--- src/rtl/exc_pkg.sv ---
package exc_pkg;

    typedef enum logic [2:0] {
        CLS_NORMAL = 3'd0,
        CLS_RTE    = 3'd1,
        CLS_CTRL   = 3'd2,
        CLS_ENDRST = 3'd3
    } cls_e;

    typedef enum logic {
        KIND_POWERON = 1'b0,
        KIND_MANUAL  = 1'b1
    } rkind_e;

    localparam int NSRC  = 4;
    localparam int G_RST = 0;
    localparam int G_TRC = 1;
    localparam int G_IRQ = 2;
    localparam int G_TRP = 3;

    localparam logic [1:0] TRACE_MODE = 2'd2;

    function automatic logic trace_blocked(cls_e c);
        return c == CLS_RTE;
    endfunction

    function automatic logic irq_blocked(cls_e c);
        return (c == CLS_CTRL) || (c == CLS_ENDRST);
    endfunction

endpackage

--- src/rtl/exc_pin_watch.sv ---
module exc_pin_watch
    import exc_pkg::*;
(
    input  logic   clk,
    input  logic   rst,
    input  logic   por_n_i,
    input  logic   mrst_n_i,
    input  logic   wdt_ovf_i,
    output logic   hold_o,
    output logic   evt_o,
    output rkind_e kind_o
);
    logic   por_q;
    logic   mr_q;
    rkind_e kind_q;

    assign hold_o = !por_n_i || !mrst_n_i;
    assign evt_o  = (por_n_i && !por_q) || (mrst_n_i && !mr_q) || wdt_ovf_i;
    assign kind_o = kind_q;

    always_ff @(posedge clk) begin
        if (rst) begin
            por_q  <= 1'b1;
            mr_q   <= 1'b1;
            kind_q <= KIND_POWERON;
        end else begin
            por_q <= por_n_i;
            mr_q  <= mrst_n_i;
            if (!por_n_i)
                kind_q <= KIND_POWERON;
            else if (!mrst_n_i)
                kind_q <= KIND_MANUAL;
            else if (wdt_ovf_i)
                kind_q <= KIND_POWERON;
        end
    end

    AST_POR_WINS: assert property (@(posedge clk) disable iff (rst)
        !por_n_i |=> kind_o == KIND_POWERON);

    AST_MANUAL_KIND: assert property (@(posedge clk) disable iff (rst)
        (por_n_i && !mrst_n_i) |=> kind_o == KIND_MANUAL);

endmodule

--- src/rtl/exc_select.sv ---
module exc_select
    import exc_pkg::*;
#(
    parameter int VEC_W     = 8,
    parameter int TRC_VNUM  = 5,
    parameter int TRAP_VNUM = 8
) (
    input  logic             bnd_i,
    input  logic [2:0]       bnd_cls_i,
    input  logic             blocked_i,
    input  logic             trace_flag_i,
    input  logic [1:0]       int_mode_i,
    input  logic             irq_req_i,
    input  logic [VEC_W-1:0] irq_vec_i,
    input  logic             trap_any_i,
    output logic [NSRC-1:0]  grant_o,
    output logic [VEC_W-1:0] vnum_o
);
    cls_e cls;
    logic open_w;
    logic trc_ok;
    logic irq_ok;
    logic trp_ok;

    assign cls    = cls_e'(bnd_cls_i);
    assign open_w = bnd_i && !blocked_i;
    assign trc_ok = open_w && trace_flag_i && (int_mode_i == TRACE_MODE) && !trace_blocked(cls);
    assign irq_ok = open_w && irq_req_i && !irq_blocked(cls);
    assign trp_ok = open_w && trap_any_i;

    always_comb begin
        grant_o = '0;
        vnum_o  = '0;
        if (trc_ok) begin
            grant_o[G_TRC] = 1'b1;
            vnum_o         = VEC_W'(TRC_VNUM);
        end else if (irq_ok) begin
            grant_o[G_IRQ] = 1'b1;
            vnum_o         = irq_vec_i;
        end else if (trp_ok) begin
            grant_o[G_TRP] = 1'b1;
            vnum_o         = VEC_W'(TRAP_VNUM);
        end
    end

    always_comb begin
        AST_SEL_ONEHOT: assert ($onehot0(grant_o));
    end

endmodule

--- src/rtl/exc_arbiter.sv ---
module exc_arbiter
    import exc_pkg::*;
#(
    parameter int          ADDR_W    = 16,
    parameter int          VEC_W     = 8,
    parameter int unsigned VEC_BASE  = 'h100,
    parameter int          RST_VNUM  = 0,
    parameter int          TRC_VNUM  = 5,
    parameter int          TRAP_VNUM = 8
) (
    input  logic              clk,
    input  logic              rst,
    input  logic              por_n_i,
    input  logic              mrst_n_i,
    input  logic              wdt_ovf_i,
    input  logic              trace_flag_i,
    input  logic [1:0]        int_mode_i,
    input  logic              irq_req_i,
    input  logic [VEC_W-1:0]  irq_vec_i,
    input  logic              trap_i,
    input  logic              bnd_i,
    input  logic [2:0]        bnd_cls_i,
    input  logic              done_i,
    output logic [3:0]        grant_o,
    output logic              rst_kind_o,
    output logic [ADDR_W-1:0] vec_addr_o,
    output logic              busy_o
);
    localparam logic [ADDR_W-1:0] BASE_A = ADDR_W'(VEC_BASE);

    function automatic logic [ADDR_W-1:0] addr_of(logic [VEC_W-1:0] n);
        return BASE_A + (ADDR_W'(n) << 2);
    endfunction

    logic              hold;
    logic              evt;
    rkind_e            kind;
    logic [NSRC-1:0]   sel_grant;
    logic [VEC_W-1:0]  sel_vnum;
    logic [NSRC-1:0]   grant_q;
    logic              busy_q;
    logic              trap_q;
    logic [ADDR_W-1:0] vec_q;

    exc_pin_watch u_pins (
        .clk       (clk),
        .rst       (rst),
        .por_n_i   (por_n_i),
        .mrst_n_i  (mrst_n_i),
        .wdt_ovf_i (wdt_ovf_i),
        .hold_o    (hold),
        .evt_o     (evt),
        .kind_o    (kind)
    );

    exc_select #(
        .VEC_W     (VEC_W),
        .TRC_VNUM  (TRC_VNUM),
        .TRAP_VNUM (TRAP_VNUM)
    ) u_sel (
        .bnd_i        (bnd_i),
        .bnd_cls_i    (bnd_cls_i),
        .blocked_i    (busy_q),
        .trace_flag_i (trace_flag_i),
        .int_mode_i   (int_mode_i),
        .irq_req_i    (irq_req_i),
        .irq_vec_i    (irq_vec_i),
        .trap_any_i   (trap_q || trap_i),
        .grant_o      (sel_grant),
        .vnum_o       (sel_vnum)
    );

    always_ff @(posedge clk) begin
        if (rst) begin
            grant_q <= '0;
            busy_q  <= 1'b0;
            trap_q  <= 1'b0;
            vec_q   <= BASE_A;
        end else if (hold) begin
            grant_q <= '0;
            busy_q  <= 1'b0;
            trap_q  <= 1'b0;
        end else if (evt) begin
            grant_q        <= '0;
            grant_q[G_RST] <= 1'b1;
            busy_q         <= 1'b1;
            trap_q         <= 1'b0;
            vec_q          <= addr_of(VEC_W'(RST_VNUM));
        end else begin
            grant_q <= sel_grant;
            if (|sel_grant) begin
                busy_q <= 1'b1;
                vec_q  <= addr_of(sel_vnum);
            end else if (done_i) begin
                busy_q <= 1'b0;
            end
            if (sel_grant[G_TRP])
                trap_q <= 1'b0;
            else if (trap_i)
                trap_q <= 1'b1;
        end
    end

    assign grant_o    = grant_q;
    assign busy_o     = busy_q;
    assign vec_addr_o = vec_q;
    assign rst_kind_o = kind;

    AST_GRANT_ONEHOT: assert property (@(posedge clk) disable iff (rst)
        $onehot0(grant_o));

    AST_HOLD_QUIET: assert property (@(posedge clk) disable iff (rst)
        (!por_n_i || !mrst_n_i) |=> (grant_o == '0 && !busy_o));

    AST_TRACE_GATE: assert property (@(posedge clk) disable iff (rst)
        grant_o[G_TRC] |-> ($past(int_mode_i) == TRACE_MODE && $past(trace_flag_i)
                            && $past(bnd_cls_i) != CLS_RTE));

    AST_IRQ_SKIP: assert property (@(posedge clk) disable iff (rst)
        grant_o[G_IRQ] |-> ($past(bnd_cls_i) != CLS_CTRL && $past(bnd_cls_i) != CLS_ENDRST));

    AST_BUSY_BLOCKS: assert property (@(posedge clk) disable iff (rst)
        (|grant_o[NSRC-1:1]) |-> (!$past(busy_o) && $past(bnd_i)));

    AST_GRANT_BUSY: assert property (@(posedge clk) disable iff (rst)
        (|grant_o) |-> busy_o);

endmodule

--- config.mk ---
export PLATFORM = sky130hd
export DESIGN_NAME = exc_arbiter
export DESIGN_NICKNAME = d
export VERILOG_FILES = /design/src/rtl/exc_pkg.sv /design/src/rtl/exc_pin_watch.sv /design/src/rtl/exc_select.sv /design/src/rtl/exc_arbiter.sv
export SDC_FILE = /design/constraint.sdc
export NUM_CORES = 1
export LEC_CHECK = 0
export CORE_UTILIZATION = 38
export CTS_CLUSTER_DIAMETER = 200
export DETAILED_ROUTE_END_ITERATION = 10
export GPL_TIMING_DRIVEN = 0
export HOLD_SLACK_MARGIN = 0.06
export PLACE_DENSITY = 0.79
export SYNTH_ARGS = -nofsm -noshare
export SYNTH_HDL_FRONTEND = slang
export SYNTH_SLANG_ARGS = --single-unit
--- constraint.sdc ---
create_clock -name clk -period 2 [get_ports clk]
set_input_delay 0.6 -clock clk [delete_from_list [all_inputs] [get_ports clk]]
set_output_delay 0.6 -clock clk [all_outputs]
set_load 0.05 [all_outputs]
==> impl_results.md, run 1 <==
- Worst setup SP type: input pin
- Internal power: 515 uW
- DR vias: approximately 840
- PnR Total Power: just over 700 uW
- Chip Height: 48.8 um
- FF+latch count, synth: 18
- CP delay by family, top: compound AO/OA/AOI/OAI gates
- Post-synth top cells: dfxtp_1, nand2_1, a21oi_1, nand2b_1, buf_4
- Crit-path slowest cell: clkdlybuf4s50_1
- Register area: 360 um2
- Crit Path Class: input pin to register
- Routed length per instance: 12.1 um
- Clk pin slew, worst setup/hold paths: 0.10 ns
- Post-synth top flop: dfxtp_1
- Grt total ovfl: 0
- Slew margin rel.: 0.631
- Placed Area: 1260 um2
- Tightest Pin Transition: 0.553 ns
- Num rows: 16
- Crit path max fanout: 7
- DRC viols: 0
- Setup Viol. Count Final: 0
- Largest net degree at the start of global routing: 11
- Hpwl dp: 1470 um
- Top Ports: 45
- Antenna violations before repair: 0
- Area share of the largest cell type after synthesis: 0.432
- Final core occ: 0.696
- Dominant cells by area after synthesis: dfxtp_1, buf_4, nand2b_1, a21oi_1, nand2_1
- Die Footprint: approximately 2400 um2
- Dominant cell type by area after synthesis: dfxtp_1
- Design area: 1390 um2
- Area grow syn2layout: 67.3%
- Clock latency on the worst-skew pair: a little under 0.3 ns
- Clock share of power: 0.244
- Syn avg cell area: between 8 and 9 um2
- Max stage delay on crit path: ~0.46 ns
- CP endpoint kind: register
- Reg-to-reg startpoint: busy_o
- First-pass GRT wire length: 3380 um
- Fin nets: 175
- Placed cells: 165
- Vias in the first global route: 783
- Synth Cell Area: 833 um2
- Share of layout cells above drive strength 1: 0.221
- Buffers added on ports: 37
- Diode count: 0
- Period Utilization, post-route: 0.972
- Sequential share of power: 0.507
- CTS Root Buffer Type: clkbuf_4
- CTS tree: yes
- Width of the die: 48.8 um
- Hold Startpoint: vec_addr_o[6]
- Initial Utilization: 0.416
- Total clock sinks: 18
- Cts bufs inserted: 3
- Final Max Tran Viols: 0
- Final hold vios: 0
- Sw Share: 0.289
- Clock buffer depth: 2
- Final WL: approximately 2100 um
- Crit path time final: about 1.9 ns
- Core area: 2000 um2
- CP Launch Point: int_mode_i[1]
- Routed Antenna Nets: 0
- GPL Wtd Cong: 0.760
- Count leader, synth: dfxtp_1
- Required time of the worst setup path: 2.17 ns
- Leakage: 0.000670 uW
- Peak supply drop: 0.347 mV
- Critical path buffers and inverters: 1
- GRT Overall Usage: 0.181
- Vias per cell: roughly 4.8
- Crit path DAT: 2.12 ns
- Multi-input logic area: 482 um2
- Yosys warns: 0
- P per Cell Area: 519 nW/um2
- CP cell instances: clkdlybuf4s50_1, nand2_1, a211o_1, a31o_4, a21oi_4, o21ai_0
- Cells after Synth: 95
- Seq/Total Area, Yosys: 0.432
- Logic gate share of total power: 0.249
- Finished Layout Cells: between 150 and 200
- Clk_skew: 0.00172 ns
- Iteration-0 DRC count of the detailed router: 12
- Fillers: about 160
- H-tree depth: 1
- Max-cap violation count: 0
- Yosys cell types: 32
- Status: finished, final reports clean
- Hold buffer count at CTS: 0
- Hold_ws: about 0.47 ns
- FMAX: 514 MHz
- Post-synth EDFFs: 0
- Ys async rst share: 0
- Worst hold path type: register to register
- DR pass1 iterations: 4
- NetSw: around 210 uW
==> per-stage QoR <==
| stage | setup TNS (ns) | setup slack [ns] |
|---|---|---|
| 3_3_place_gp | -4.88 | -0.571 |
| 4_1_cts | 0 | 0.000695 |
| 6_report | 0 | 0.0561 |
| 2_1_floorplan | 0 | 0.163 |
| 5_1_grt | -0.0434 | -0.0213 |
| 3_5_place_dp | -5.44 | -0.639 |
==> worst reg2reg max path: cells and delay by family (launching register included) <==
kind	cells	cell delay, ns
compound gates	3	0.34
flops	1	0.34
simple gates	2	0.80
==> logic make-up after synthesis <==
family	share of synthesized area
flip-flops	0.432
AND/OR/NAND/NOR	0.290
AO/OA/AOI/OAI	0.173
adder cells (fa/ha/maj)	0.0150
other	0.00450
buffers and inverters	0.0856
==> cell usage in the layout, fill, tap and decap left out, types with 5 or more instances in the layout <==
master           instances
dlygate4sd2_1           15
clkdlybuf4s50_1         16
dfxtp_1                 18
conb_1                   7
a21oi_1                  7
buf_4                   15
nand2b_1                 7
dlymetal6s2s_1           5
nand2_1                  8
==> repair_timing <==
| action | CTS | global route |
|---|---|---|
| setup endpoints to repair | 21 | 9 |
| pin swaps | 5 | 7 |
| buffers inserted | 6 | 2 |
| resized for setup | 20 | 15 |
==> routing by layer <==
metal,vias to the layer above,GRT usage,share of wire
li1,433,-,-
met1,378,0.198,0.42
met2,29,0.331,0.51
met3,4,0.0374,0.056
met4,0,0.0833,0.011
met5,-,0,0
==> cell type report <==
type	count	share of cell area
clock buffer	3	0.0162
sequential	18	0.259
inverter	4	0.0108
multi-input combinational	71	0.346
timing repair buffer	45	0.304
buffer	8	0.0404
tap	27	0.0242
==> registers in the layout (all words and copies together), names as in the netlist <==
| signal | count |
|---|---|
| u_pins.por_q | 1 |
| grant_o | 4 |
| trap_q | 1 |
| vec_addr_o | 9 |
| busy_o | 1 |
| u_pins.kind_o | 1 |
| u_pins.mr_q | 1 |
==> power by group through the flow <==
stage | combinational [uW] | clock [uW] | sequential [uW]
2_1_floorplan | 81.8 | 0 | 389
3_3_place_gp | 158 | 0 | 376
3_5_place_dp | 160 | 0 | 376
4_1_cts | 168 | 178 | 367
5_1_grt | 192 | 189 | 369
6_report | 180 | 176 | 367
==> final timing paths <==
| kind | end | slack, ns | cells past startpoint |
|---|---|---|---|
| worst max register to register | vec_addr_o[2] | 0.44 | 5 |
| worst max-delay path | vec_addr_o[7] | 0.06 | 6 |
| worst min register to register | vec_addr_o[6] | 0.47 | 2 |
| worst min-delay path | vec_addr_o[6] | 0.47 | 2 |
Note: power is estimated with default switching activity, not from simulation.
==> inputs of run 2 (changes only) <==
--- a/config.mk
+++ b/config.mk
@@ -5,12 +5,12 @@
 export SDC_FILE = /design/constraint.sdc
 export NUM_CORES = 1
 export LEC_CHECK = 0
-export CORE_UTILIZATION = 38
+export CORE_ASPECT_RATIO = 2
+export CORE_UTILIZATION = 25
 export CTS_CLUSTER_DIAMETER = 200
 export DETAILED_ROUTE_END_ITERATION = 10
 export GPL_TIMING_DRIVEN = 0
 export HOLD_SLACK_MARGIN = 0.06
-export PLACE_DENSITY = 0.79
 export SYNTH_ARGS = -nofsm -noshare
 export SYNTH_HDL_FRONTEND = slang
 export SYNTH_SLANG_ARGS = --single-unit
==> run 2 against run 1 <==
  * Count of clock-buffer cells in the layout increased by 1
  * Routed wire length is 2.0% higher
  * Global-route usage down 5.1 points
  * Total power is 15% higher
  * Final area down 0.18%
  * Critical endpoint is now grant_o[2]
  * Largest power group unchanged
==> impl_results.md, run 2 (synthesized netlist as in run 1, its figures left out) <==
- Status: finished, final reports clean (unchanged)
- Worst setup SP type: register (was input pin)
- Clk_skew: 0.00725 ns (was 0.00172 ns)
- GRT Overall Usage: 0.130 (was 0.181)
- DR pass1 iterations: 4 (unchanged)
- Hpwl dp: 1630 um (was 1470 um)
- Top Ports: 45 (unchanged)
- Width of the die: 42.8 um (was 48.8 um)
- CP Launch Point: grant_o[2] (was int_mode_i[1])
- Crit path DAT: 1.37 ns (was 2.12 ns)
- First-pass GRT wire length: 3730 um (was 3380 um)
- Vias per cell: 4.73 (was 4.80)
- Buffers added on ports: 37 (unchanged)
- Fin nets: 173 (was 175)
- Final WL: 2170 um (was 2130 um)
- Finished Layout Cells: 179 (was 176)
- Clock latency on the worst-skew pair: 0.25 ns (was 0.29 ns)
- Hold Startpoint: vec_addr_o[6] (unchanged)
- Routed Antenna Nets: 0 (unchanged)
- Setup Viol. Count Final: 0 (unchanged)
- Core area: 3160 um2 (was 2000 um2)
- Grt total ovfl: 0 (unchanged)
- Leakage: 0.000624 uW (was 0.000670 uW)
- Max stage delay on crit path: 0.80 ns (was 0.46 ns)
- H-tree depth: 1 (unchanged)
- Cell count along the critical path: 1 (was 6)
- Max-cap violation count: 0 (unchanged)
- Tightest Pin Transition: 0.808 ns (was 0.553 ns)
- Crit Path Class: register to primary output (was input pin to register)
- P per Cell Area: 598 nW/um2 (was 519 nW/um2)
- Chip Height: 83.6 um (was 48.8 um)
- Crit path max fanout: 1 (was 7)
- Required time of the worst setup path: 1.40 ns (was 2.17 ns)
- CP endpoint kind: primary output (was register)
- DR vias: 847 (was 844)
- R2R depth: 5 (unchanged)
- GPL Wtd Cong: 0.693 (was 0.760)
- Initial Utilization: 0.264 (was 0.416)
- Peak supply drop: 0.368 mV (was 0.347 mV)
- Largest net degree at the start of global routing: 11 (unchanged)
- Area grow syn2layout: 67.0% (was 67.3%)
- Most common cell after layout, fill and taps aside: clkdlybuf4s50_1 (was dfxtp_1)
- Iteration-0 DRC count of the detailed router: 6 (was 12)
- PnR worst setup slack: 0.0283 ns (was 0.0561 ns)
- Diode count: 0 (unchanged)
- Routed length per instance: 12.1 um (about the same)
- DRC viols: 0 (unchanged)
- Final hold vios: 0 (unchanged)
- Die Footprint: 3580 um2 (was 2380 um2)
- WHS Path Cells: 2 (unchanged)
- Crit-path slowest cell: clkdlybuf4s50_1 (unchanged)
- Final Max Tran Viols: 0 (unchanged)
- Critical path buffers and inverters: 1 (unchanged)
- Period Utilization, post-route: 0.986 (was 0.972)
- Share of layout cells above drive strength 1: 0.230 (was 0.221)
- Most frequent cells in the layout: clkdlybuf4s50_1, dfxtp_1, buf_4 (was dfxtp_1, clkdlybuf4s50_1, buf_4, dlygate4sd2_1, nand2_1)
- Antenna violations before repair: 0 (unchanged)
- Clock buffer depth: 2 (unchanged)
- FMAX: 507 MHz (was 514 MHz)
- CP cell instances: clkdlybuf4s50_1 (was clkdlybuf4s50_1, nand2_1, a211o_1, a31o_4, a21oi_4, o21ai_0)
- Slew margin rel.: 0.461 (was 0.631)
- Num rows: 29 (was 16)
- Crit path time final: 1.97 ns (was 1.94 ns)
- Place WS: -0.625 ns (was -0.639 ns)
- Clk pin slew, worst setup/hold paths: 0.07 ns (was 0.10 ns)
- RSZ-0062 raised after global routing: no
- CP delay by family, top: buffers and inverters (was compound AO/OA/AOI/OAI gates)
- Total clock sinks: 18 (unchanged)
- CTS tree: yes (unchanged)
- Worst hold path type: register to register (unchanged)
- Max reg flops: 9 (unchanged)
- CTS Root Buffer Type: clkbuf_8 (was clkbuf_4)
- Placed cells: 169 (was 165)
- Cts bufs inserted: 3 (unchanged)
- Vias in the first global route: 867 (was 783)
- Reg-to-reg startpoint: u_pins.por_q (was busy_o)
-- run 2: path summary, 6_finish.rpt --
kind | endpoint | slack, ns
setup / recovery | grant_o[2] | 0.03
hold / removal | vec_addr_o[6] | 0.47
hold reg to reg | vec_addr_o[6] | 0.47
setup reg to reg | busy_o | 0.35
-- run 2: final cells by class --
| type | count | area [um2] |
|---|---|---|
| plain buffers | 8 | 56.3 |
| well taps | 31 | 38.8 |
| fillers | 328 | 1770 |
| multi-input cells | 71 | 473 |
| clock buffers | 4 | 55.1 |
| inverters | 4 | 15.0 |
| flip-flops and latches | 18 | 360 |
| repair buffers | 43 | 393 |
-- run 2: through the flow --
step / utilization / hold WS [ns] / cell area [um2] / TNS [ns] / power [uW]
after floorplan: - / 0.572 / 856 / 0 / 471
after global placement: 0.401 / 0.467 / 1260 / -5.31 / 536
after detailed placement: 0.401 / 0.466 / 1260 / -5.48 / 538
after CTS: 0.430 / 0.480 / 1360 / 0 / 833
after global routing: 0.441 / 0.503 / 1390 / 0 / 875
final: 0.441 / 0.474 / 1390 / 0 / 833
-- run 2: metal layers --
| layer | up-vias | share of wire | GRT usage |
|---|---|---|---|
| li1 | 425 | - | - |
| met1 | 386 | 0.37 | 0.133 |
| met2 | 34 | 0.54 | 0.244 |
| met3 | 2 | 0.082 | 0.0238 |
| met4 | 0 | 0.011 | 0.0511 |
| met5 | - | 0 | 0 |
-- run 2: power by group --
part,switching [uW],total (uW),internal (uW)
Combinational,97.7,174,76.3
Sequential,3.26,368,365
Clock,116,291,175
Total,217,833,616
-- run 2: repair_timing --
| action | CTS | global route |
|---|---|---|
| endpoints found under the setup margin | 17 | 12 |
| setup buffers | 5 | 1 |
| endpoints found under the hold margin | 0 | 0 |
| gates cloned | 0 | 0 |
| pin swaps | 9 | 8 |
| gates resized for setup | 20 | 16 |
| hold buffers | 0 | 0 |
